===== config.mk =====
export PLATFORM = sky130hd
export DESIGN_NAME = vi_snoop_ctrl
export DESIGN_NICKNAME = d
export VERILOG_FILES = /design/src/rtl/vi_snoop_pkg.sv /design/src/rtl/vi_snoop_filter.sv /design/src/rtl/vi_line_array.sv /design/src/rtl/vi_req_fsm.sv /design/src/rtl/vi_snoop_ctrl.sv
export SDC_FILE = /design/constraint.sdc
export NUM_CORES = 1
export LEC_CHECK = 0
export ABC_CLOCK_PERIOD_IN_PS = 4200
export BUFFER_PORTS_ARGS = -buffer_cell sky130_fd_sc_hd__buf_2
export CAP_MARGIN = 10
export CORE_ASPECT_RATIO = 1.5
export CORE_MARGIN = 5
export CORE_UTILIZATION = 50
export CTS_CLUSTER_DIAMETER = 100
export CTS_CLUSTER_SIZE = 10
export DETAILED_ROUTE_END_ITERATION = 10
export GPL_ROUTABILITY_DRIVEN = 1
export GPL_TIMING_DRIVEN = 0
export PLACE_DENSITY = 0.74
export SETUP_SLACK_MARGIN = 0.4
export SYNTH_ARGS = -nofsm -noshare
export SYNTH_HDL_FRONTEND = slang
export SYNTH_SLANG_ARGS = --single-unit

===== constraint.sdc =====
create_clock -name clk -period 4.2 [get_ports clk]
set_input_delay 0.21 -clock clk [delete_from_list [all_inputs] [get_ports clk]]
set_output_delay 0.21 -clock clk [all_outputs]
set_load 0.05 [all_outputs]

===== src/rtl/vi_snoop_pkg.sv =====
package vi_snoop_pkg;
    typedef enum logic [1:0] {
        OP_NONE  = 2'd0,
        OP_LOAD  = 2'd1,
        OP_STORE = 2'd2,
        OP_EVICT = 2'd3
    } cpu_op_e;

    typedef enum logic [1:0] {
        BC_IDLE  = 2'd0,
        BC_READ  = 2'd1,
        BC_WRITE = 2'd2,
        BC_RSVD  = 2'd3
    } bus_cmd_e;

    typedef enum logic {
        ST_IDLE     = 1'b0,
        ST_WAIT_GNT = 1'b1
    } ctl_state_e;
endpackage


===== src/rtl/vi_snoop_filter.sv =====
module vi_snoop_filter #(
    parameter int IDX_W = 4
) (
    input  logic             snp_valid,
    input  logic [1:0]       snp_cmd,
    input  logic [IDX_W-1:0] snp_idx,
    output logic             kill_en,
    output logic [IDX_W-1:0] kill_idx
);
    import vi_snoop_pkg::*;

    // Only a foreign write makes the local copy stale; reads leave it alone.
    always_comb begin
        kill_en  = snp_valid && (bus_cmd_e'(snp_cmd) == BC_WRITE);
        kill_idx = snp_idx;
    end
endmodule


===== src/rtl/vi_line_array.sv =====
module vi_line_array #(
    parameter int NUM_LINES = 16,
    parameter int IDX_W     = $clog2(NUM_LINES)
) (
    input  logic                 clk,
    input  logic                 rst_n,
    input  logic                 fill_en,
    input  logic [IDX_W-1:0]     fill_idx,
    input  logic                 evict_en,
    input  logic [IDX_W-1:0]     evict_idx,
    input  logic                 kill_en,
    input  logic [IDX_W-1:0]     kill_idx,
    output logic [NUM_LINES-1:0] valid_vec
);
    for (genvar g = 0; g < NUM_LINES; g++) begin : g_line
        logic fill_hit;
        logic drop_hit;

        always_comb begin
            fill_hit = fill_en && (fill_idx == IDX_W'(g));
            drop_hit = (evict_en && (evict_idx == IDX_W'(g)))
                    || (kill_en && (kill_idx == IDX_W'(g)));
        end

        // Clearing wins over filling on the same edge.
        always_ff @(posedge clk) begin
            if (!rst_n) begin
                valid_vec[g] <= 1'b0;
            end else if (drop_hit) begin
                valid_vec[g] <= 1'b0;
            end else if (fill_hit) begin
                valid_vec[g] <= 1'b1;
            end
        end
    end

    a_r7_snoop_write_clears: assert property (@(posedge clk) disable iff (!rst_n)
        kill_en |=> !valid_vec[$past(kill_idx)]);

    a_r8_quiet_keeps_state: assert property (@(posedge clk) disable iff (!rst_n)
        (!fill_en && !evict_en && !kill_en) |=> $stable(valid_vec));

    a_r2_fill_sets: assert property (@(posedge clk) disable iff (!rst_n)
        (fill_en && !(kill_en && kill_idx == fill_idx)) |=> valid_vec[$past(fill_idx)]);
endmodule


===== src/rtl/vi_req_fsm.sv =====
module vi_req_fsm #(
    parameter int IDX_W = 4
) (
    input  logic                          clk,
    input  logic                          rst_n,
    input  vi_snoop_pkg::cpu_op_e         cpu_op,
    input  logic [IDX_W-1:0]              cpu_idx,
    input  logic                          cpu_line_valid,
    input  logic                          pend_line_valid,
    input  logic                          bus_gnt,
    output logic                          bus_req,
    output vi_snoop_pkg::bus_cmd_e        bus_cmd,
    output logic [IDX_W-1:0]              bus_idx,
    output logic                          busy,
    output logic                          resp_valid,
    output logic                          resp_hit,
    output logic                          fill_en,
    output logic [IDX_W-1:0]              fill_idx,
    output logic                          evict_en,
    output logic [IDX_W-1:0]              evict_idx
);
    import vi_snoop_pkg::*;

    ctl_state_e       state_q, state_d;
    cpu_op_e          op_q;
    logic [IDX_W-1:0] idx_q;
    logic             need_bus;
    logic             granted;
    logic             resp_valid_d, resp_hit_d;

    always_comb begin
        need_bus = (cpu_op == OP_STORE) || ((cpu_op == OP_LOAD) && !cpu_line_valid);
        granted  = (state_q == ST_WAIT_GNT) && bus_gnt;
    end

    // Next-state logic.
    always_comb begin
        state_d = state_q;
        unique case (state_q)
            ST_IDLE:     if (need_bus) state_d = ST_WAIT_GNT;
            ST_WAIT_GNT: if (bus_gnt)  state_d = ST_IDLE;
            default:     state_d = ST_IDLE;
        endcase
    end

    // State register.
    always_ff @(posedge clk) begin
        if (!rst_n) state_q <= ST_IDLE;
        else        state_q <= state_d;
    end

    // Pending request capture.
    always_ff @(posedge clk) begin
        if (!rst_n) begin
            op_q  <= OP_NONE;
            idx_q <= '0;
        end else if ((state_q == ST_IDLE) && need_bus) begin
            op_q  <= cpu_op;
            idx_q <= cpu_idx;
        end
    end

    // Response and output logic.
    always_comb begin
        resp_valid_d = 1'b0;
        resp_hit_d   = 1'b0;
        bus_req      = 1'b0;
        bus_cmd      = BC_IDLE;
        busy         = 1'b0;
        fill_en      = 1'b0;
        evict_en     = 1'b0;
        unique case (state_q)
            ST_IDLE: begin
                if ((cpu_op == OP_LOAD) && cpu_line_valid) begin
                    resp_valid_d = 1'b1;
                    resp_hit_d   = 1'b1;
                end else if (cpu_op == OP_EVICT) begin
                    resp_valid_d = 1'b1;
                    evict_en     = 1'b1;
                end
            end
            ST_WAIT_GNT: begin
                bus_req = 1'b1;
                busy    = 1'b1;
                bus_cmd = (op_q == OP_STORE) ? BC_WRITE : BC_READ;
                if (granted) begin
                    resp_valid_d = 1'b1;
                    resp_hit_d   = (op_q == OP_STORE) && pend_line_valid;
                    fill_en      = (op_q == OP_LOAD);
                end
            end
            default: ;
        endcase
        bus_idx   = idx_q;
        fill_idx  = idx_q;
        evict_idx = cpu_idx;
    end

    always_ff @(posedge clk) begin
        if (!rst_n) begin
            resp_valid <= 1'b0;
            resp_hit   <= 1'b0;
        end else begin
            resp_valid <= resp_valid_d;
            resp_hit   <= resp_hit_d;
        end
    end

    a_r9_request_held: assert property (@(posedge clk) disable iff (!rst_n)
        (bus_req && !bus_gnt) |=> (bus_req && $stable(bus_cmd) && $stable(bus_idx)));

    a_r2_grant_completes: assert property (@(posedge clk) disable iff (!rst_n)
        (bus_req && bus_gnt) |=> (resp_valid && !bus_req));

    a_r3_resp_no_req: assert property (@(posedge clk) disable iff (!rst_n)
        resp_valid |-> !bus_req);

    a_r9_req_has_cmd: assert property (@(posedge clk) disable iff (!rst_n)
        bus_req |-> (bus_cmd == BC_READ || bus_cmd == BC_WRITE));
endmodule


===== src/rtl/vi_snoop_ctrl.sv =====
module vi_snoop_ctrl #(
    parameter int NUM_LINES = 16,
    parameter int IDX_W     = $clog2(NUM_LINES)
) (
    input  logic             clk,
    input  logic             rst_n,
    input  logic [1:0]       cpu_op,
    input  logic [IDX_W-1:0] cpu_idx,
    output logic             cpu_busy,
    output logic             resp_valid,
    output logic             resp_hit,
    output logic             bus_req,
    output logic [1:0]       bus_cmd,
    output logic [IDX_W-1:0] bus_idx,
    input  logic             bus_gnt,
    input  logic             snp_valid,
    input  logic [1:0]       snp_cmd,
    input  logic [IDX_W-1:0] snp_idx
);
    import vi_snoop_pkg::*;

    logic [NUM_LINES-1:0] valid_vec;
    logic                 fill_en, evict_en, kill_en;
    logic [IDX_W-1:0]     fill_idx, evict_idx, kill_idx;
    logic                 cpu_line_valid, pend_line_valid;
    bus_cmd_e             bus_cmd_w;

    always_comb begin
        cpu_line_valid  = valid_vec[cpu_idx];
        pend_line_valid = valid_vec[bus_idx];
        bus_cmd         = bus_cmd_w;
    end

    vi_snoop_filter #(.IDX_W(IDX_W)) u_filter (
        .snp_valid (snp_valid),
        .snp_cmd   (snp_cmd),
        .snp_idx   (snp_idx),
        .kill_en   (kill_en),
        .kill_idx  (kill_idx)
    );

    vi_line_array #(.NUM_LINES(NUM_LINES), .IDX_W(IDX_W)) u_lines (
        .clk       (clk),
        .rst_n     (rst_n),
        .fill_en   (fill_en),
        .fill_idx  (fill_idx),
        .evict_en  (evict_en),
        .evict_idx (evict_idx),
        .kill_en   (kill_en),
        .kill_idx  (kill_idx),
        .valid_vec (valid_vec)
    );

    vi_req_fsm #(.IDX_W(IDX_W)) u_fsm (
        .clk             (clk),
        .rst_n           (rst_n),
        .cpu_op          (cpu_op_e'(cpu_op)),
        .cpu_idx         (cpu_idx),
        .cpu_line_valid  (cpu_line_valid),
        .pend_line_valid (pend_line_valid),
        .bus_gnt         (bus_gnt),
        .bus_req         (bus_req),
        .bus_cmd         (bus_cmd_w),
        .bus_idx         (bus_idx),
        .busy            (cpu_busy),
        .resp_valid      (resp_valid),
        .resp_hit        (resp_hit),
        .fill_en         (fill_en),
        .fill_idx        (fill_idx),
        .evict_en        (evict_en),
        .evict_idx       (evict_idx)
    );

    a_r6_evict_no_bus: assert property (@(posedge clk) disable iff (!rst_n)
        (!cpu_busy && cpu_op == 2'd3) |=> !bus_req);
endmodule


; Yosys cells after proc, flatten, opt, wreduce, memory -nomap -nowiden
; Cells that the tools add are included.
[op_classes]
order_cmp = 2
n_eq_ne = 51
mux = 21
bitwise = 2
n_reduce_logical = 91
[op_table]
columns = cell, n
row1 = $eq 4x4->1 const B, 24
row2 = $logic_and 1x1->1, 54
row3 = $eq 4x3->1 const B, 12
row4 = $reduce_or 2->1, 16
row5 = $eq 4x2->1 const B, 6
row6 = $logic_or 1x1->1, 17
row7 = $mux 1, 14
row8 = $eq 4x1->1 const B, 3
row9 = $logic_not 4->1, 3
row10 = $lt 4x5->1 const B, 2
row11 = $bmux 1 s4, 2
row12 = $eq 2x2->1 const B, 4
row13 = $pmux 1 s2, 3
row14 = $eq 2x1->1 const B, 2
row15 = $mux 2, 2
row16 = $not 1->1, 2
row17 = $logic_not 1->1, 1
[word_totals]
reg_bits = 25
in_bits = 16
out_inout_bits = 10
wordCells = 188

; Depth between registers and ports, before layout
; Gate-level depths: netlist (run 1).
[depth]
word_depth = 8
depth_mapped = 6
depth_no_buf = 4

; Hierarchy
; A second synthesis (run 1) with hierarchy kept.
[unflattened]
hier_cells = 164
hier_area_um2 = 1579.0
[modules_own_cells]
columns = module, instances, cells_each, area_per_inst_um2
row1 = vi_line_array, 1, 88, 770.7
row2 = vi_req_fsm, 1, 57, 499.2
row3 = vi_snoop_ctrl, 1, 14, 270.3
row4 = vi_snoop_filter, 1, 5, 38.8

; Worst setup path after synthesis (run 1)
; No wires, ideal clock.
[synth_path]
path_type = reg2reg
startpoint = register u_fsm.idx_q[0], in the netlist u_fsm.bus_idx[0]
endpoint = register u_fsm.resp_hit
setup_ns = 0.121
arrival_time_ns = 2.052
t_required_ns = 4.079
slack_ns = 2.027
path_stages_with_launch = 6
cell_sequence = dfxtp_1 clkbuf_8 mux4_2 mux4_2 nand4_1 o21ai_0
[synth_via]
elab_chain_cells = 5
[synth_rtl]
columns = item, line
row1 = "start, declared", vi_req_fsm.sv:26  ; logic [IDX_W-1:0] idx_q;
row2 = "start signal, assigned", vi_req_fsm.sv:59  ; idx_q <= cpu_idx;
row3 = $bmux 1 s4, vi_snoop_ctrl.sv:30  ; pend_line_valid = valid_vec[bus_idx];
row4 = $mux 1 (implied by the code), vi_snoop_ctrl.sv:30
row5 = $logic_and 1x1->1, vi_req_fsm.sv:88  ; resp_hit_d = (op_q == OP_STORE) && pend_line_valid;
row6 = $mux 1, vi_req_fsm.sv:86  ; if (granted) begin
row7 = $pmux 1 s2, vi_req_fsm.sv:72  ; unique case (state_q)
row8 = "end signal, assigned", vi_req_fsm.sv:105  ; resp_hit <= resp_hit_d;
row9 = "end, declared", vi_req_fsm.sv:16  ; output logic resp_hit,
; Every way passes these cells. The select of a mux whose other input is x is not followed.
; A chain may end at the register's enable or synchronous reset.

; Worst setup path after layout (run 1)
; Ends and elaborated chain as after synthesis.

==> flow_metrics.py, run 1 <==
metrics = {
    "grt": {
        "grt_pass1_vias": 1600,
        "grt_pass1_wl_microns": 7465,
        "grt_use_total": 0.2136,
        "grt_antenna_before_repair": 0,
        "grt_max_degree": 16,
        "gr-total-overflow": 0,
    },
    "run": {
        "maxCapViolCount": 0,
    },
    "routing": {
        "drc": 0,
        "drt_pass1_iterations": 6,
        "route.vias.total": 1544,
        "drtIter0Drc": 111,
        "drt_wl_total_microns": 4476,
        "via_per_inst": 6.515,
        "wl_per_cell_microns": 18.89,
        "drtAntennaViolNets": 0,
    },
    "synth": {
        "yosysUniqueCellTypes": 43,
        "postSynthCellCount": 173,
        "syn_nets": 189,
        "ys_ff_latch": 25,
        "yosysSeqAreaShare": 0.3123,
        "synth_area_sq_um": 1603,
        "synth_area_per_cell_sq_um": 9.265,
        "yosys_warnings": 0,
    },
    "sta": {
        "fin_worst_skew_ns": 0.002310,
        "relSlewSlack": 0.6285,
        "finalCriticalPeriod_ns": 1.968,
        "report.final.slew_viol_count": 0,
        "post-route-period-util": 0.4686,
        "worst_pin_slew_ns": 0.5529,
        "finalSetupViolCount": 0,
        "rsz0062_at_grt": "false",
        "fin_hold_ws_ns": 0.2008,
        "finalSetupTns_ns": 0,
        "max_freq_ghz": 0.5081,
        "final-hold-violation-count": 0,
    },
    "setup_path": {
        "cp_data_required_time_ns": 4.37,
        "r2r-end": "u_fsm.resp_hit",
        "rr_startpoint": "u_fsm.bus_idx[0]",
        "r2r_cells": 5,
        "cp_max_fo": 10,
        "path_class": "flip-flop to flip-flop",
        "worst_ep_arrival_time_ns": 2.14,
        "slowest_stage": "mux4_2",
        "cpPeakStageDelay_ns": 0.51,
        "startpoint_type": "flip-flop",
        "endpoint_kind": "flip-flop",
        "r2r_slack_ns": 2.23,
        "cpMostUsedCell": "mux4_2",
        "crit_chain": "clkbuf_8 -> mux4_2 -> mux4_2 -> nand4_1 -> o21ai_0",
    },
    "cts": {
        "cts_tree": "done",
        "clk-insertion-delay-late_ns": 0.28,
        "ctsLongestPathBuffers": 2,
        "cts_setup_buffers": 0,
        "clk_pin_slew_ns": 0.10,
        "cts_max_level": 1,
        "cts_hold_buf": 0,
        "clock-root-buffer": "clkbuf_8",
        "cts_sinks": 25,
        "cts_resized": 0,
        "cts_buffers": 3,
    },
    "layout": {
        "mostFrequentLayoutCells": "dfxtp_1 (25), buf_2 (20), a21oi_1 (15), nor3_1 (14), nand2_1 (13)",
        "final_common_cell": "dfxtp_1",
        "fin_util": 0.5760,
        "num_antenna_cells": 0,
        "nNetsFinal": 214,
        "layout-drive-gt1-share": 0.2437,
        "area_delta_synth_final_pct": 12.41,
    },
    "pwr": {
        "vdd_ir_drop_max_mv": 0.1878,
        "power_density_nw_per_um2": 290.2,
        "p_leak_uw": 0.0006579,
    },
    "floorplan": {
        "die_area_sq_um": 4461,
        "fp.dieW_microns": 56.23,
        "core_area_sq_um": 3128,
        "ios": 26,
        "die_h_microns": 79.34,
        "start_util": 0.5124,
        "fp-row-count": 25,
    },
    "hold_path": {
        "holdCritStartpoint": "rst_n",
        "holdPathEnd": "u_lines.valid_vec[10]",
        "worstHoldPathType": "input pin to flip-flop",
        "hold_depth": 3,
    },
    "placed_design": {
        "port_buffers": 20,
        "dp_hpwl_microns": 3517,
        "place.gp.congestion": 0.9541,
    },
    "status": {
        "status": "complete, no violations",
    },
}
[worst max-delay path by stage]
stage | from | end | cells after the start
after detailed placement | u_fsm.bus_idx[0] | u_fsm.resp_hit | 5
after floorplan | u_fsm.bus_idx[0] | u_fsm.resp_hit | 5
final | u_fsm.bus_idx[0] | u_fsm.resp_hit | 5
after CTS | u_fsm.bus_idx[0] | u_fsm.resp_hit | 5
after global placement | u_fsm.bus_idx[0] | u_fsm.resp_hit | 5
after global routing | u_fsm.state_q | u_lines.valid_vec[1] | 4
[final cells by class]
class                           instances  area [sq um]
Tap cell                               40         50.05
Inverter                                5         18.77
Timing Repair Buffer                   20         100.1
Buffer                                 12         127.6
Clock buffer                            3         41.29
Multi-Input combinational cell        131         955.9
Fill cell                             292          1326
Clock inverter                          1         7.507
Sequential cell                        25         500.5
[cell families (layout without fill, tap and decap cells)]
group                  after synthesis  count (layout)  share of synthesized area
flip-flops                          25              25                     0.3123
AND/OR/NAND/NOR                     70              70                     0.2373
buffers and inverters               17              41                    0.09133
multiplexers                        20              20                     0.1803
AO/OA/AOI/OAI                       41              41                     0.1788
[synth_stat cells]
library cell	number	area share
mux2i_1	12	0.075
a31o_2	2	0.011
or3_1	1	0.0039
o32a_1	1	0.0062
mux2_2	1	0.0070
a2111oi_0	2	0.011
a221oi_4	1	0.016
inv_1	5	0.012
buf_12	1	0.012
nand3b_1	1	0.0047
and2b_2	1	0.0055
or3b_2	1	0.0055
clkbuf_1	3	0.0070
a22oi_1	1	0.0047
a311oi_1	1	0.0055
dfxtp_1	25	0.31
clkbuf_8	4	0.034
nor3_1	14	0.044
o32ai_1	3	0.016
nand2b_1	5	0.020
or4b_2	1	0.0062
nor4_1	6	0.023
a21oi_1	15	0.047
nand2_1	13	0.030
a221oi_1	1	0.0055
nor2_1	10	0.023
o22ai_1	4	0.016
o21a_1	1	0.0047
and2_2	1	0.0047
o21ai_0	5	0.016
buf_6	3	0.021
nor2b_1	5	0.020
nand4_1	3	0.012
buf_4	1	0.0047
a211oi_1	1	0.0047
and2_1	2	0.0078
o2111a_1	1	0.0070
nor3b_1	2	0.0094
a31oi_1	2	0.0078
and3_1	1	0.0039
mux4_2	7	0.098
nand4b_1	2	0.011
nand3_1	1	0.0031
[layer usage]
metal  up-vias  wire length (microns)  global-route usage
met3        21                    285             0.04065
met4         0                    189              0.1164
met2        82                   2380              0.3923
met1       734                   1621              0.2248
met5         -                      0                   0
li1        707                      -                   -
[state kept, by name (all words and copies together) (netlist names)]
| signal | flops |
|---|---|
| u_fsm.op_q | 2 |
| u_fsm.resp_hit | 1 |
| u_fsm.state_q | 1 |
| u_fsm.resp_valid | 1 |
| u_lines.valid_vec | 16 |
| u_fsm.bus_idx | 4 |
[report_power, final]
group	internal (uW)	total, uW	switching, uW
sequential	243	252	8.71
combinational	41.8	117	75.1
clock	67.5	154	86.4
[critical path: cells and delay by family, from the launching register on]
kind	cells	cell delay, ns
compound gates	1	0.10
buf+inv	1	0.22
flops	1	0.45
mux	2	0.97
simple gates	1	0.12
[metrics by stage]
| stage | instance area (sq um) | setup WS (ns) | power, uW | cells |
|---|---|---|---|---|
| final | 1802 | 2.232 | 522.8 | 237 |
| after global routing | 1802 | 2.155 | 546.7 | 237 |
| after CTS | 1802 | 2.218 | 520.0 | 237 |
| after detailed placement | 1753 | 2.249 | 372.8 | 233 |
| after global placement | 1753 | 2.263 | 370.5 | 233 |
| after floorplan | 1603 | 2.027 | 342.0 | 173 |
Power figures use the tool's default switching activity.
==> inputs of run 2 (changes only) <==
ABC_CLOCK_PERIOD_IN_PS = 1800   (was 4200)
PLACE_DENSITY = 0.77   (was 0.74)
clock period = 1.8 ns   (was 4.2 ns; I/O delays follow)
==> flow_metrics.py, run 2 (synthesis results as in run 1) <==
metrics = {
    "setup_path": {
        "cp_data_required_time_ns": 1.97,
        "r2r_cells": 5,
        "cpMostUsedCell": "mux4_2",
        "cp_max_fo": 2,
        "cpPeakStageDelay_ns": 0.49,
        "crit_chain": "clkbuf_16 -> mux4_2 -> mux4_2 -> nand4_1 -> o21ai_1",
        "path_class": "flip-flop to flip-flop",
        "startpoint_type": "flip-flop",
        "r2r-end": "u_fsm.resp_hit",
        "r2r_slack_ns": 0.04,
        "rr_startpoint": "u_fsm.bus_idx[0]",
        "slowest_stage": "mux4_2",
        "worst_ep_arrival_time_ns": 1.93,
        "endpoint_kind": "flip-flop",
    },
    "floorplan": {
        "fp-row-count": 25,
        "die_h_microns": 79.34,
        "ios": 26,
        "fp.dieW_microns": 56.23,
        "die_area_sq_um": 4461,
        "start_util": 0.5124,
        "core_area_sq_um": 3128,
    },
    "routing": {
        "wl_per_cell_microns": 21.38,
        "drc": 0,
        "via_per_inst": 6.722,
        "drtAntennaViolNets": 0,
        "drtIter0Drc": 83,
        "route.vias.total": 1694,
        "drt_wl_total_microns": 5389,
        "drt_pass1_iterations": 4,
    },
    "layout": {
        "nNetsFinal": 229,
        "num_antenna_cells": 0,
        "fin_util": 0.7072,
        "largest_reg_flops": 16,
        "final_common_cell": "buf_2",
        "top_register": "u_lines.valid_vec",
        "mostFrequentLayoutCells": "buf_2 (19), dfxtp_2 (18), nand2_1 (13), mux2i_1 (12)",
        "n_fill_cell": 229,
        "area_delta_synth_final_pct": 38.02,
        "layout-drive-gt1-share": 0.5283,
        "postLayoutCellArea_sq_um": 2212,
    },
    "hold_path": {
        "worstHoldPathType": "input pin to flip-flop",
        "hold_depth": 3,
        "holdPathEnd": "u_lines.valid_vec[8]",
        "holdCritStartpoint": "rst_n",
    },
    "pwr": {
        "vdd_ir_drop_max_mv": 0.4043,
        "power_density_nw_per_um2": 598.1,
        "p_leak_uw": 0.0008265,
        "fin_total_pwr_uw": 1323,
    },
    "sta": {
        "post-route-period-util": 0.9767,
        "relSlewSlack": 0.6283,
        "fin_worst_skew_ns": 0.001108,
        "finalCriticalPeriod_ns": 1.758,
        "finalSetupTns_ns": 0,
        "fin_hold_ws_ns": 0.05477,
        "final-hold-violation-count": 0,
        "finalSetupViolCount": 0,
        "report.final.slew_viol_count": 0,
        "max_freq_ghz": 0.5688,
        "worst_pin_slew_ns": 0.5575,
        "rsz0062_at_grt": "true",
    },
    "placed_design": {
        "port_buffers": 20,
        "place_area_sq_um": 1802,
        "dp_hpwl_microns": 3630,
        "place.gp.congestion": 0.9893,
    },
    "grt": {
        "grt_max_degree": 16,
        "grt_antenna_before_repair": 0,
        "grt_pass1_wl_microns": 8411,
        "grt_use_total": 0.2452,
        "gr-total-overflow": 0,
        "grt_pass1_vias": 1701,
    },
    "cts": {
        "cts_tree": "done",
        "clk_pin_slew_ns": 0.10,
        "cts_sinks": 25,
        "clk-insertion-delay-late_ns": 0.28,
        "cts_buffers": 3,
        "clock-root-buffer": "clkbuf_8",
        "cts_max_level": 1,
        "ctsLongestPathBuffers": 2,
    },
    "status": {
        "status": "complete, no violations",
    },
    "run": {
        "maxCapViolCount": 0,
    },
}
-- run 2: cell types whose count changed in the layout (fill, tap and decap cells not counted), sizes merged --
cell,previous run,this run
clkbuf,10,11
buf,25,39
-- run 2: layout make-up --
type	instances	area, sq um	area share
plain buffers	12	147.6	0.06674
clock buffers	3	41.29	0.01867
clock inverters	1	7.507	0.003394
inverters	5	18.77	0.008484
multi-input cells	131	1150	0.5198
flip-flops and latches	25	534.3	0.2415
well taps	40	50.05	0.02262
repair buffers	35	262.8	0.1188
-- run 2: how the worst max path moves through the flow --
stage / slack, ns / from / cells past startpoint / to
final: 0.04 / u_fsm.bus_idx[0] / 5 / u_fsm.resp_hit
after global routing: -0.007 / u_fsm.bus_idx[0] / 5 / u_fsm.resp_hit
after CTS: 0.04 / u_fsm.bus_idx[0] / 5 / u_fsm.resp_hit
after detailed placement: -0.03 / u_fsm.bus_idx[0] / 5 / u_fsm.resp_hit
after global placement: -0.01 / u_fsm.bus_idx[0] / 5 / u_fsm.resp_hit
after floorplan: 0.0007 / u_fsm.bus_idx[0] / 5 / u_fsm.resp_hit
-- run 2: stage by stage --
| step | cells | setup WS, ns |
|---|---|---|
| after floorplan | 173 | 0.0006927 |
| after global placement | 233 | -0.009876 |
| after detailed placement | 233 | -0.03271 |
| after CTS | 252 | 0.04324 |
| after global routing | 252 | -0.006962 |
| final | 252 | 0.04189 |
-- run 2: worst max-delay path: cells and delay by family, from the launching register on --
family,cells,cell delay [ns]
AO/OA/AOI/OAI,1,0.09
flip-flops,1,0.37
buffers and inverters,1,0.13
AND/OR/NAND/NOR,1,0.10
multiplexers,2,0.96
-- run 2: repair_timing --
item / CTS / global route
cloned: 0 / 0
setup buffers: 15 / 0
endpoints found under the setup margin: 22 / 24
pin swaps: 10 / 14
resized for setup: 35 / 25
hold endpoints to repair: 0 / 0
hold buffers: 0 / 0
-- run 2: metal layers --
layer,routed length (microns),part of all wire,global-route usage
met3,365,0.068,0.05366
met5,0,0,0
met4,437,0.081,0.1900
met1,1802,0.33,0.2364
met2,2783,0.52,0.4426
-- run 2: power breakdown --
group | switching (uW) | internal, uW
Combinational | 216 | 153
Clock | 204 | 158
Sequential | 23.4 | 569
Total | 444 | 879
==> inputs of run 3 (changes only) <==
PLACE_DENSITY = 0.76   (was 0.77)
==> flow_metrics.py, run 3 (synthesis results as in run 1) <==
metrics = {
    "floorplan": {
        "fp.dieW_microns": 56.23,
        "die_area_sq_um": 4461,
        "start_util": 0.5124,
        "die_h_microns": 79.34,
        "core_area_sq_um": 3128,
        "ios": 26,
        "fp-row-count": 25,
    },
    "routing": {
        "wl_per_cell_microns": 21.79,
        "drtIter0Drc": 90,
        "met2RoutedLength_microns": 3105,
        "route.vias.total": 1661,
        "wl_met1_microns": 1961,
        "drtAntennaViolNets": 0,
        "wl_met3_microns": 295,
        "drc": 0,
        "via_per_inst": 6.514,
        "drt_pass1_iterations": 4,
        "route.top_layer_used": "met4",
        "drt_wl_total_microns": 5556,
    },
    "setup_path": {
        "r2r-end": "u_fsm.resp_hit",
        "slowest_stage": "mux4_2",
        "rr_startpoint": "u_fsm.bus_idx[0]",
        "critPathTopFamily": "multiplexers",
        "critPathBufInv": 1,
        "r2r_cells": 5,
        "cp_max_fo": 3,
        "cpMostUsedCell": "mux4_2",
        "r2r_slack_ns": 0.04,
        "endpoint_kind": "flip-flop",
        "cp_data_required_time_ns": 1.97,
        "startpoint_type": "flip-flop",
        "cpPeakStageDelay_ns": 0.50,
        "worst_ep_arrival_time_ns": 1.93,
        "path_class": "flip-flop to flip-flop",
        "crit_chain": "clkbuf_16 -> mux4_2 -> mux4_2 -> nand4_1 -> o21ai_1",
    },
    "sta": {
        "report.final.slew_viol_count": 0,
        "finalSetupViolCount": 0,
        "finalCriticalPeriod_ns": 1.758,
        "final-hold-violation-count": 0,
        "rsz0062_at_grt": "true",
        "finalSetupTns_ns": 0,
        "post-route-period-util": 0.9769,
        "fin_ws_ns": 0.04159,
        "worst_pin_slew_ns": 0.6944,
        "relSlewSlack": 0.5361,
        "max_freq_ghz": 0.5687,
        "fin_worst_skew_ns": 0.003654,
    },
    "hold_path": {
        "hold_depth": 3,
        "holdPathEnd": "u_lines.valid_vec[8]",
        "worstHoldPathType": "input pin to flip-flop",
        "holdCritStartpoint": "rst_n",
    },
    "layout": {
        "stdcell_count": 255,
        "num_antenna_cells": 0,
        "fin_util": 0.7200,
        "mostFrequentLayoutCells": "buf_2 (18), buf_4 (14), nand2_1 (13), mux2i_1 (12), dfxtp_2 (12)",
        "postLayoutCellArea_sq_um": 2252,
        "top_register": "u_lines.valid_vec",
        "largest_reg_flops": 16,
        "area_delta_synth_final_pct": 40.52,
        "nNetsFinal": 232,
        "layout-drive-gt1-share": 0.5209,
        "final_common_cell": "buf_2",
        "n_fill_cell": 222,
    },
    "grt": {
        "grt_max_degree": 16,
        "grt_pass1_vias": 1719,
        "grt_antenna_before_repair": 0,
        "grt_pass1_wl_microns": 8514,
        "gr-total-overflow": 0,
        "grt_use_total": 0.2488,
    },
    "cts": {
        "clk-insertion-delay-late_ns": 0.27,
        "cts_buffers": 3,
        "ctsLongestPathBuffers": 2,
        "cts_max_level": 1,
        "clk_pin_slew_ns": 0.09,
        "cts_hold_buf": 0,
        "cts_tree": "done",
        "cts_sinks": 25,
        "clock-root-buffer": "clkbuf_8",
    },
    "placed_design": {
        "port_buffers": 20,
        "dp.cells": 233,
        "pre_cts_ws_ns": -0.02691,
        "place.gp.congestion": 0.9313,
        "dp_hpwl_microns": 3670,
        "place_area_sq_um": 1802,
    },
    "status": {
        "status": "complete, no violations",
    },
    "pwr": {
        "p_leak_uw": 0.0008360,
        "vdd_ir_drop_max_mv": 0.4097,
        "power_density_nw_per_um2": 581.8,
    },
    "run": {
        "maxCapViolCount": 0,
    },
}
[run 3: area by class of cell]
type / instances / area, sq um / area share
clock inverters: 1 / 7.507 / 0.003333
plain buffers: 12 / 147.6 / 0.06556
flip-flops and latches: 25 / 523.0 / 0.2322
well taps: 40 / 50.05 / 0.02222
clock buffers: 3 / 41.29 / 0.01833
inverters: 5 / 18.77 / 0.008333
repair buffers: 38 / 262.8 / 0.1167
multi-input cells: 131 / 1201 / 0.5333
[run 3: worst reg2reg max path: stages (launching register included)]
cell and delay (ns):
dfxtp_4 0.38, clkbuf_16 0.13, mux4_2 0.50, mux4_2 0.47
nand4_1 0.11, o21ai_1 0.08
[run 3: layer usage]
layer  GRT usage  up-vias
met2      0.4766       89
met5           0        -
met4      0.1425        0
met1      0.2492      804
li1            -      744
met3     0.03577       24
[run 3: power by group]
group / switching, uW / leakage (uW) / total [uW] / internal [uW]
Combinational: 221 / 0.000604 / 367 / 146
Clock: 193 / 0.0000217 / 350 / 157
Sequential: 24.8 / 0.000210 / 593 / 569
[run 3: repair_timing]
action	CTS	global route
gates resized for setup	30	31
gates cloned	0	0
endpoints found under the hold margin	0	0
buffers inserted	16	2
pin swaps	13	20
setup endpoints to repair	22	27
[run 3: worst max path at each step]
stage,cells after the start,slack (ns),start,end
2_1_floorplan,5,0.0007,u_fsm.bus_idx[0],u_fsm.resp_hit
6_report,5,0.04,u_fsm.bus_idx[0],u_fsm.resp_hit
4_1_cts,5,0.06,u_fsm.bus_idx[0],u_fsm.resp_hit
5_1_grt,5,-0.02,u_fsm.bus_idx[0],u_fsm.resp_hit
3_5_place_dp,5,-0.03,u_fsm.bus_idx[0],u_fsm.resp_hit
3_3_place_gp,5,-0.004,u_fsm.bus_idx[0],u_fsm.resp_hit
[run 3: per-stage QoR]
step	total power [uW]	hold slack, ns
5_1_grt	1366	0.06356
3_3_place_gp	875.3	0.3660
2_1_floorplan	807.7	0.2183
6_report	1310	0.07209
3_5_place_dp	882.0	0.3743
4_1_cts	1277	0.05617
